### config.mk
export PLATFORM = sky130hd
export DESIGN_NAME = three_wire_loader
export DESIGN_NICKNAME = d
export VERILOG_FILES = /design/src/rtl/tw_pkg.sv /design/src/rtl/tw_pin_sync.sv /design/src/rtl/tw_shifter.sv /design/src/rtl/tw_latch_bank.sv /design/src/rtl/three_wire_loader.sv
export SDC_FILE = /design/constraint.sdc
export NUM_CORES = 1
export LEC_CHECK = 0
export ABC_CLOCK_PERIOD_IN_PS = 2100
export BUFFER_PORTS_ARGS = -buffer_cell sky130_fd_sc_hd__buf_2
export CORE_MARGIN = 2
export CORE_UTILIZATION = 35
export DETAILED_ROUTE_END_ITERATION = 8
export GPL_TIMING_DRIVEN = 0
export PLACE_DENSITY = 0.53
export SLEW_MARGIN = 25
export SYNTH_ARGS = -nofsm -noshare
export SYNTH_HDL_FRONTEND = slang
export SYNTH_SLANG_ARGS = --single-unit
### constraint.sdc
create_clock -name clk -period 2.1 [get_ports clk]
set_input_delay 0.315 -clock clk [delete_from_list [all_inputs] [get_ports clk]]
set_output_delay 0.315 -clock clk [all_outputs]
set_load 0.05 [all_outputs]
### src/rtl/tw_pkg.sv
package tw_pkg;
    localparam int WORD_W      = 24;
    localparam int ADDR_W      = 2;
    localparam int NUM_DEST    = 3;
    localparam int SYNC_STAGES = 2;
    localparam int CNT_W       = $clog2(WORD_W + 2);

    typedef enum logic [ADDR_W-1:0] {
        DEST_CTRL = 2'b00,
        DEST_RDIV = 2'b01,
        DEST_NDIV = 2'b10,
        DEST_RSVD = 2'b11
    } dest_e;

    typedef struct packed {
        logic [WORD_W-1:0] word;
        logic              commit;
        logic              bad_len;
    } frame_t;

    function automatic logic is_rise(input logic cur, input logic prev);
        return cur & ~prev;
    endfunction

    function automatic dest_e dest_of(input logic [WORD_W-1:0] w);
        return dest_e'(w[ADDR_W-1:0]);
    endfunction
endpackage

### src/rtl/tw_pin_sync.sv
module tw_pin_sync #(
    parameter int N      = 3,
    parameter int STAGES = tw_pkg::SYNC_STAGES
) (
    input  logic         clk,
    input  logic         rst,
    input  logic [N-1:0] din,
    output logic [N-1:0] lvl
);
    for (genvar b = 0; b < N; b++) begin : g_bit
        logic [STAGES-1:0] pipe;
        always_ff @(posedge clk) begin
            if (rst) pipe <= '0;
            else     pipe <= {pipe[STAGES-2:0], din[b]};
        end
        assign lvl[b] = pipe[STAGES-1];
    end
endmodule

### src/rtl/tw_shifter.sv
module tw_shifter
    import tw_pkg::*;
(
    input  logic   clk,
    input  logic   rst,
    input  logic   sclk_lvl,
    input  logic   sdata_lvl,
    input  logic   le_lvl,
    output frame_t frame
);
    localparam logic [CNT_W-1:0] FULL = CNT_W'(WORD_W);

    logic [WORD_W-1:0] shreg;
    logic [CNT_W-1:0]  cnt;
    logic              sclk_prev, le_prev;
    logic              sclk_rise, le_rise;

    assign sclk_rise = is_rise(sclk_lvl, sclk_prev);
    assign le_rise   = is_rise(le_lvl, le_prev);

    always_ff @(posedge clk) begin
        if (rst) begin
            shreg     <= '0;
            cnt       <= '0;
            sclk_prev <= 1'b0;
            le_prev   <= 1'b0;
        end else begin
            sclk_prev <= sclk_lvl;
            le_prev   <= le_lvl;
            if (le_rise) begin
                cnt <= '0;
            end else if (sclk_rise) begin
                shreg <= {shreg[WORD_W-2:0], sdata_lvl};
                if (cnt != '1) cnt <= cnt + 1'b1;
            end
        end
    end

    always_comb begin
        frame.word    = shreg;
        frame.commit  = le_rise;
        frame.bad_len = (cnt != FULL);
    end
endmodule

### src/rtl/tw_latch_bank.sv
module tw_latch_bank
    import tw_pkg::*;
(
    input  logic                             clk,
    input  logic                             rst,
    input  frame_t                           frame,
    output logic [NUM_DEST-1:0][WORD_W-1:0]  words,
    output logic [NUM_DEST-1:0]              upd,
    output logic                             err
);
    dest_e dsel;
    logic  good;

    assign dsel = dest_of(frame.word);
    assign good = frame.commit & ~frame.bad_len;

    for (genvar g = 0; g < NUM_DEST; g++) begin : g_dest
        logic hit;
        assign hit = good && (dsel == dest_e'(g));
        always_ff @(posedge clk) begin
            if (rst) begin
                words[g] <= '0;
                upd[g]   <= 1'b0;
            end else begin
                upd[g] <= hit;
                if (hit) words[g] <= frame.word;
            end
        end
    end

    always_ff @(posedge clk) begin
        if (rst)               err <= 1'b0;
        else if (frame.commit) err <= frame.bad_len;
    end
endmodule

### src/rtl/three_wire_loader.sv
module three_wire_loader
    import tw_pkg::*;
(
    input  logic              clk,
    input  logic              rst,
    input  logic              sclk_i,
    input  logic              sdata_i,
    input  logic              sle_i,
    output logic [WORD_W-1:0] ctrl_word_o,
    output logic              ctrl_upd_o,
    output logic [WORD_W-1:0] rdiv_word_o,
    output logic              rdiv_upd_o,
    output logic [WORD_W-1:0] ndiv_word_o,
    output logic              ndiv_upd_o,
    output logic              frame_err_o
);
    logic [2:0]                        pin_lvl;
    frame_t                            frame;
    logic [NUM_DEST-1:0][WORD_W-1:0]   words;
    logic [NUM_DEST-1:0]               upd;

    tw_pin_sync #(.N(3), .STAGES(SYNC_STAGES)) u_sync (
        .clk (clk),
        .rst (rst),
        .din ({sle_i, sdata_i, sclk_i}),
        .lvl (pin_lvl)
    );

    tw_shifter u_shift (
        .clk       (clk),
        .rst       (rst),
        .sclk_lvl  (pin_lvl[0]),
        .sdata_lvl (pin_lvl[1]),
        .le_lvl    (pin_lvl[2]),
        .frame     (frame)
    );

    tw_latch_bank u_bank (
        .clk   (clk),
        .rst   (rst),
        .frame (frame),
        .words (words),
        .upd   (upd),
        .err   (frame_err_o)
    );

    assign ctrl_word_o = words[DEST_CTRL];
    assign rdiv_word_o = words[DEST_RDIV];
    assign ndiv_word_o = words[DEST_NDIV];
    assign ctrl_upd_o  = upd[DEST_CTRL];
    assign rdiv_upd_o  = upd[DEST_RDIV];
    assign ndiv_upd_o  = upd[DEST_NDIV];
endmodule

## Word level (Yosys, flattened, before mapping)

Index checks and enable logic that the tools add are counted.

| word-level totals | value |
|---|---|
| flip-flop bits (word level) | 113 |
| output and inout port bits | 76 |

| operators by class | value |
|---|---|
| $add $sub $neg | 1 |
| equality and inequality tests | 4 |
| bitwise logic cells | 7 |
| reductions and logical operators | 7 |

Operators with widths:

| cell | number |
|---|---|
| $ne 5x5->1 const B | 2 |
| $add 5x1->5 const B | 1 |
| $not 1->1 | 4 |
| $reduce_and 2->1 | 2 |
| $and 1x1->1 | 3 |
| $logic_and 1x1->1 | 3 |
| $eq 2x1->1 const B | 1 |
| $eq 2x2->1 const B | 1 |
| $logic_not 2->1 | 1 |
| $reduce_or 2->1 | 1 |

## Depth between registers and ports, before layout

| depth | value |
|---|---|
| depth in word-level cells | 4 |
| mapped depth | 7 |
| gate-level depth less buffers | 6 |

## Hierarchy

From an unflattened synthesis, not the netlist that was laid out.

| unflattened totals | value |
|---|---|
| cells, all modules | 427 |
| area total of the unflattened synthesis | 4399.2 µm² |

Modules (own cells, without submodules):

| module | times used | cells each | area an instance (µm²) | sequential area each (µm²) |
|---|---|---|---|---|
| tw_latch_bank | 1 | 267 | 2964.1 | 1521.5 |
| tw_shifter | 1 | 145 | 1255.0 | 620.6 |
| tw_pin_sync | 1 | 15 | 180.2 | 120.1 |

## Worst setup path after synthesis

OpenSTA, ideal clock, no wires.

| path | value |
|---|---|
| path type | register to register |
| start point | register u_shift.cnt[0] |
| end point | register u_bank.words[10] (netlist name) |
| setup time | 0.119 ns |
| arrival time | 1.569 ns |
| data required time | 1.981 ns |
| setup slack | 0.412 ns |
| cell stages (with the launch flop) | 8 |
| path buffers | 2 |
| cells stage by stage | dfxtp_1 inv_1 ha_1 nand4b_4 or4_4 buf_6 buf_12 mux2i_1 |

| on the way | value |
|---|---|
| cells in the longest elaborated chain, start to end | 4 |

Ends and longest elaborated chain:

| item | line | RTL |
|---|---|---|
| from (decl) | tw_shifter.sv:14 | `logic [CNT_W-1:0] cnt;` |
| from (signal assigned) | tw_shifter.sv:34 | `if (cnt != '1) cnt <= cnt + 1'b1;` |
| $ne 5x5->1 | tw_shifter.sv:42 | `frame.bad_len = (cnt != FULL);` |
| $not 1->1 | tw_latch_bank.sv:15 | `assign good = frame.commit & ~frame.bad_len;` |
| $and 1x1->1 | tw_latch_bank.sv:15 |  |
| $logic_and 1x1->1 | tw_latch_bank.sv:19 | `assign hit = good && (dsel == dest_e'(g));` |
| to (signal, indexed assignment) | tw_latch_bank.sv:26 | `if (hit) words[g] <= frame.word;` |
| to (decl) | tw_latch_bank.sv:7 | `output logic [NUM_DEST-1:0][WORD_W-1:0] words,` |

Every way passes these cells.
A chain may end at the register's enable or synchronous reset.

## Final worst setup path

| path | value |
|---|---|
| start point | register u_shift.cnt[0] |
| end point | register u_bank.words[22] (netlist name) |

The elaborated chain is that of the path after synthesis.

==> impl_metrics.xml <==
<?xml version="1.0" encoding="UTF-8"?>
<metrics>
  <group name="run_status">
    <metric name="run_status" unit="">finished, final reports clean</metric>
  </group>
  <group name="finish">
    <metric name="layout.filler_cells" unit="">1157</metric>
    <metric name="area.sequential" unit="sq um">2260</metric>
    <metric name="drive_above_1_share" unit="%">23.3</metric>
    <metric name="nets" unit="">535</metric>
    <metric name="antenna-diode-count" unit="">0</metric>
    <metric name="multiInputGateArea" unit="sq um">1750</metric>
    <metric name="synthToLayoutAreaGrowth" unit="%">28.4</metric>
  </group>
  <group name="power">
    <metric name="power-per-cell-area" unit="nW/um^2">954</metric>
    <metric name="vdd_ir_drop_max" unit="V">0.000385</metric>
    <metric name="leakage" unit="nW">2.42</metric>
  </group>
  <group name="cts">
    <metric name="clkTransAtPathRegs" unit="ns">0.05</metric>
    <metric name="cts_root_cell" unit="">clkbuf_16</metric>
    <metric name="total_clock_buffers_created_by_cts" unit="">17</metric>
    <metric name="clock_sink_count" unit="">113</metric>
    <metric name="ctsLongestPathBuffers" unit="">2</metric>
    <metric name="post_cts.resized_instances" unit="">0</metric>
    <metric name="clock_tree_from_tritoncts" unit="">yes</metric>
    <metric name="insertion_delay" unit="ns">0.40</metric>
    <metric name="cts_max_level" unit="">4</metric>
  </group>
  <group name="timing">
    <metric name="clock-skew-final" unit="ns">0.00975</metric>
    <metric name="timing.final.crit_period" unit="ns">1.81</metric>
    <metric name="timing_max_transition_violations_final" unit="">0</metric>
    <metric name="grt_setup_unrepaired" unit="">no</metric>
    <metric name="setup_total_negative_slack" unit="ns">0</metric>
    <metric name="hold_ws" unit="ns">0.120</metric>
    <metric name="report.final.setup_viol" unit="">0</metric>
    <metric name="worst-slew-pin-transition" unit="ns">0.615</metric>
    <metric name="final.period_utilization" unit="%">86.2</metric>
    <metric name="max_freq" unit="MHz">553</metric>
    <metric name="max_slew_margin" unit="%">59.0</metric>
    <metric name="hold_viol" unit="">0</metric>
  </group>
  <group name="yosys">
    <metric name="synth.net_count" unit="">435</metric>
    <metric name="post_synth_instance_area" unit="sq um">4200</metric>
    <metric name="muxShareOfSynthArea" unit="%">16.4</metric>
    <metric name="synth_top_cell_area_share" unit="%">53.8</metric>
    <metric name="synth_largest_area_cell" unit="">dfxtp_1</metric>
    <metric name="post_synth_most_frequent_cells" unit="">dfxtp_1 (113), nand2_1 (89), mux2i_1 (69)</metric>
    <metric name="synth_top_flop_cell" unit="">dfxtp_1</metric>
    <metric name="yosysMostFrequentCell" unit="">dfxtp_1</metric>
    <metric name="syn-instance-count" unit="">427</metric>
    <metric name="syn_area_per_cell" unit="sq um">9.85</metric>
    <metric name="ys_ff_latch" unit="">113</metric>
    <metric name="synth-adder-area-share" unit="%">0.893</metric>
    <metric name="synthArstFlopShare" unit="%">0</metric>
    <metric name="yosysWarnings" unit="">0</metric>
    <metric name="synth_seq_area_share" unit="%">53.8</metric>
    <metric name="synth_cell_types" unit="">33</metric>
    <metric name="synth_area_in_compound_gates" unit="%">6.19</metric>
    <metric name="netlist_top_cells_area" unit="">dfxtp_1 (54%), mux2i_1 (16%), nand2_1 (7.9%)</metric>
    <metric name="yosys.area_share.xor_xnor" unit="%">0.417</metric>
    <metric name="main_combinational_cell_family_by_area_after_synthesis" unit="">simple AND/OR/NAND/NOR gates</metric>
    <metric name="synth_enable_flop_cells" unit="">0</metric>
    <metric name="simple_logic_cell_fraction_of_the_synthesized_area" unit="%">17.6</metric>
  </group>
  <group name="worst_setup_path">
    <metric name="cp_slowest_cell" unit="">or4_4</metric>
    <metric name="cp_data_arrival_time" unit="ns">2.09</metric>
    <metric name="cp_slowest_stage_delay" unit="ns">0.50</metric>
    <metric name="worst-path-max-fanout" unit="">10</metric>
    <metric name="type_of_the_worst_setup_path" unit="">reg2reg</metric>
    <metric name="critPathCaptureType" unit="">flop</metric>
    <metric name="timing.critical_path.from" unit="">u_shift.cnt[0]$_SDFFE_PP0P_</metric>
    <metric name="cp_data_required_time" unit="ns">2.38</metric>
    <metric name="crit_path_start_kind" unit="">flop</metric>
    <metric name="cp_cell_sequence" unit="">inv_1 &gt; ha_1 &gt; nand4b_4 &gt; or4_4 &gt; buf_6 &gt; buf_12 &gt; mux2i_1</metric>
    <metric name="critical_path.reg2reg.startpoint" unit="">u_shift.cnt[0]$_SDFFE_PP0P_</metric>
  </group>
  <group name="detailed_routing">
    <metric name="num_vias" unit="">3298</metric>
    <metric name="detail_route.first_pass.iterations" unit="">4</metric>
    <metric name="drt-wirelength-per-cell" unit="um">14.6</metric>
    <metric name="routed_wl" unit="um">10000</metric>
    <metric name="via_per_inst" unit="">4.80</metric>
    <metric name="initialDrtViolationCount" unit="">222</metric>
    <metric name="antenna_violating_nets_post_route" unit="">0</metric>
    <metric name="drc" unit="">0</metric>
  </group>
  <group name="global_routing">
    <metric name="grt_pass1_wl" unit="um">16300</metric>
    <metric name="first_global_vias" unit="">3177</metric>
    <metric name="gr-total-overflow" unit="">0</metric>
    <metric name="grt_util_all_layers" unit="%">16.5</metric>
    <metric name="grt_start_max_net_pins" unit="">17</metric>
    <metric name="antenna_violations_before_repair" unit="">0</metric>
  </group>
  <group name="placed_design">
    <metric name="dpl.hpwl" unit="um">7110</metric>
    <metric name="io_buffers" unit="">79</metric>
    <metric name="gpl.final_weighted_congestion" unit="">0.748</metric>
  </group>
  <group name="die">
    <metric name="start_util" unit="%">35.4</metric>
    <metric name="die_area" unit="sq um">12900</metric>
    <metric name="die_h" unit="um">114</metric>
    <metric name="rows" unit="">40</metric>
    <metric name="floorplan.io_pins" unit="">81</metric>
    <metric name="core-area" unit="sq um">11900</metric>
    <metric name="die_x" unit="um">114</metric>
  </group>
  <group name="worst_hold_path">
    <metric name="worst_hold_path_type" unit="">in2reg</metric>
    <metric name="hp-start" unit="">sdata_i</metric>
  </group>
  <group name="job">
    <metric name="maxCapViolCount" unit="">0</metric>
  </group>
</metrics>
[stage by stage]
stage / power, mW / area, sq um / utilization (%) / std cells / worst slack [ns]
floorplan: 2.28 / 4200 / - / 427 / 0.412
global placement: 2.31 / 4780 / 40.3 / 653 / 0.146
detailed placement: 2.32 / 4780 / 40.3 / 653 / 0.122
CTS: 5.21 / 5380 / 45.4 / 685 / 0.0847
global route: 5.33 / 5400 / 45.5 / 687 / 0.118
finish: 5.15 / 5400 / 45.5 / 687 / 0.290
[worst max-delay path, delay by kind of cell (launching register included)]
family        cells  cell delay, ns
fa+ha+maj         1            0.21
buf+inv           3            0.38
flops             1            0.34
mux               1            0.12
simple gates      2            0.64
[repair_timing]
action                                 in CTS  in global routing
hold buffers                                0                  0
buffers inserted                            0                  2
setup endpoints to repair                   0                  7
endpoints found under the hold margin       0                  0
[cells by family after synthesis]
group,after synthesis
and+or+nand+nor,151
DFF,113
muxes,69
AOI/OAI and AO/OA,51
buffers and inverters,38
adders and majority gates,3
xor gates and xnor gates,2
[report_power, final]
group | leakage (nW) | internal [mW] | switching (mW)
logic | 1.22 | 0.0229 | 0.0865
registers | 0.911 | 2.16 | 0.00512
clock network | 0.290 | 1.92 | 0.957
total | 2.42 | 4.10 | 1.05
[layer usage]
| layer | global-route usage [%] | share of wire (%) |
|---|---|---|
| met1 | 22.0 | 48 |
| met4 | 6.18 | 1.3 |
| met2 | 25.1 | 45 |
| met3 | 5.31 | 5.5 |
| met5 | 0 | 0 |
[layout make-up]
type	instances	area share [%]
plain buffers	34	3.32
clock buffers	22	8.60
clock inverters	10	2.48
inverters	4	0.278
multi-input cells	276	32.4
flip-flops and latches	113	41.9
well taps	147	3.41
repair buffers	81	7.60
[final timing paths]
path,end,slack [ns],cells past startpoint
max,u_bank.words[22]$_SDFFE_PP0P_,0.29,7
min,u_sync.g_bit[1].pipe[0]$_SDFF_PP0_,0.12,2
max reg2reg,u_bank.words[22]$_SDFFE_PP0P_,0.29,7
min reg2reg,u_sync.g_bit[1].pipe[1]$_SDFF_PP0_,0.43,1
[state kept, by name (all words and copies together) (netlist names)]
name / cells
u_bank.err: 1
u_bank.upd: 3
u_bank.words: 72
u_shift.cnt: 5
u_shift.le_prev: 1
u_shift.sclk_prev: 1
u_shift.shreg: 24
u_sync.g_bit.pipe: 6
[cells in the final DEF, fill, tap and decap left out, drive strengths merged, types with 4 or more instances in the layout]
cell,n
dfxtp,113
nand2,89
buf,89
mux2i,69
clkbuf,48
nand3,26
o21ai,25
a21oi,24
nor2b,10
nor3,5
clkinv,5
inv,4
and3,4
No activity file was read; power rests on OpenSTA's default activity.
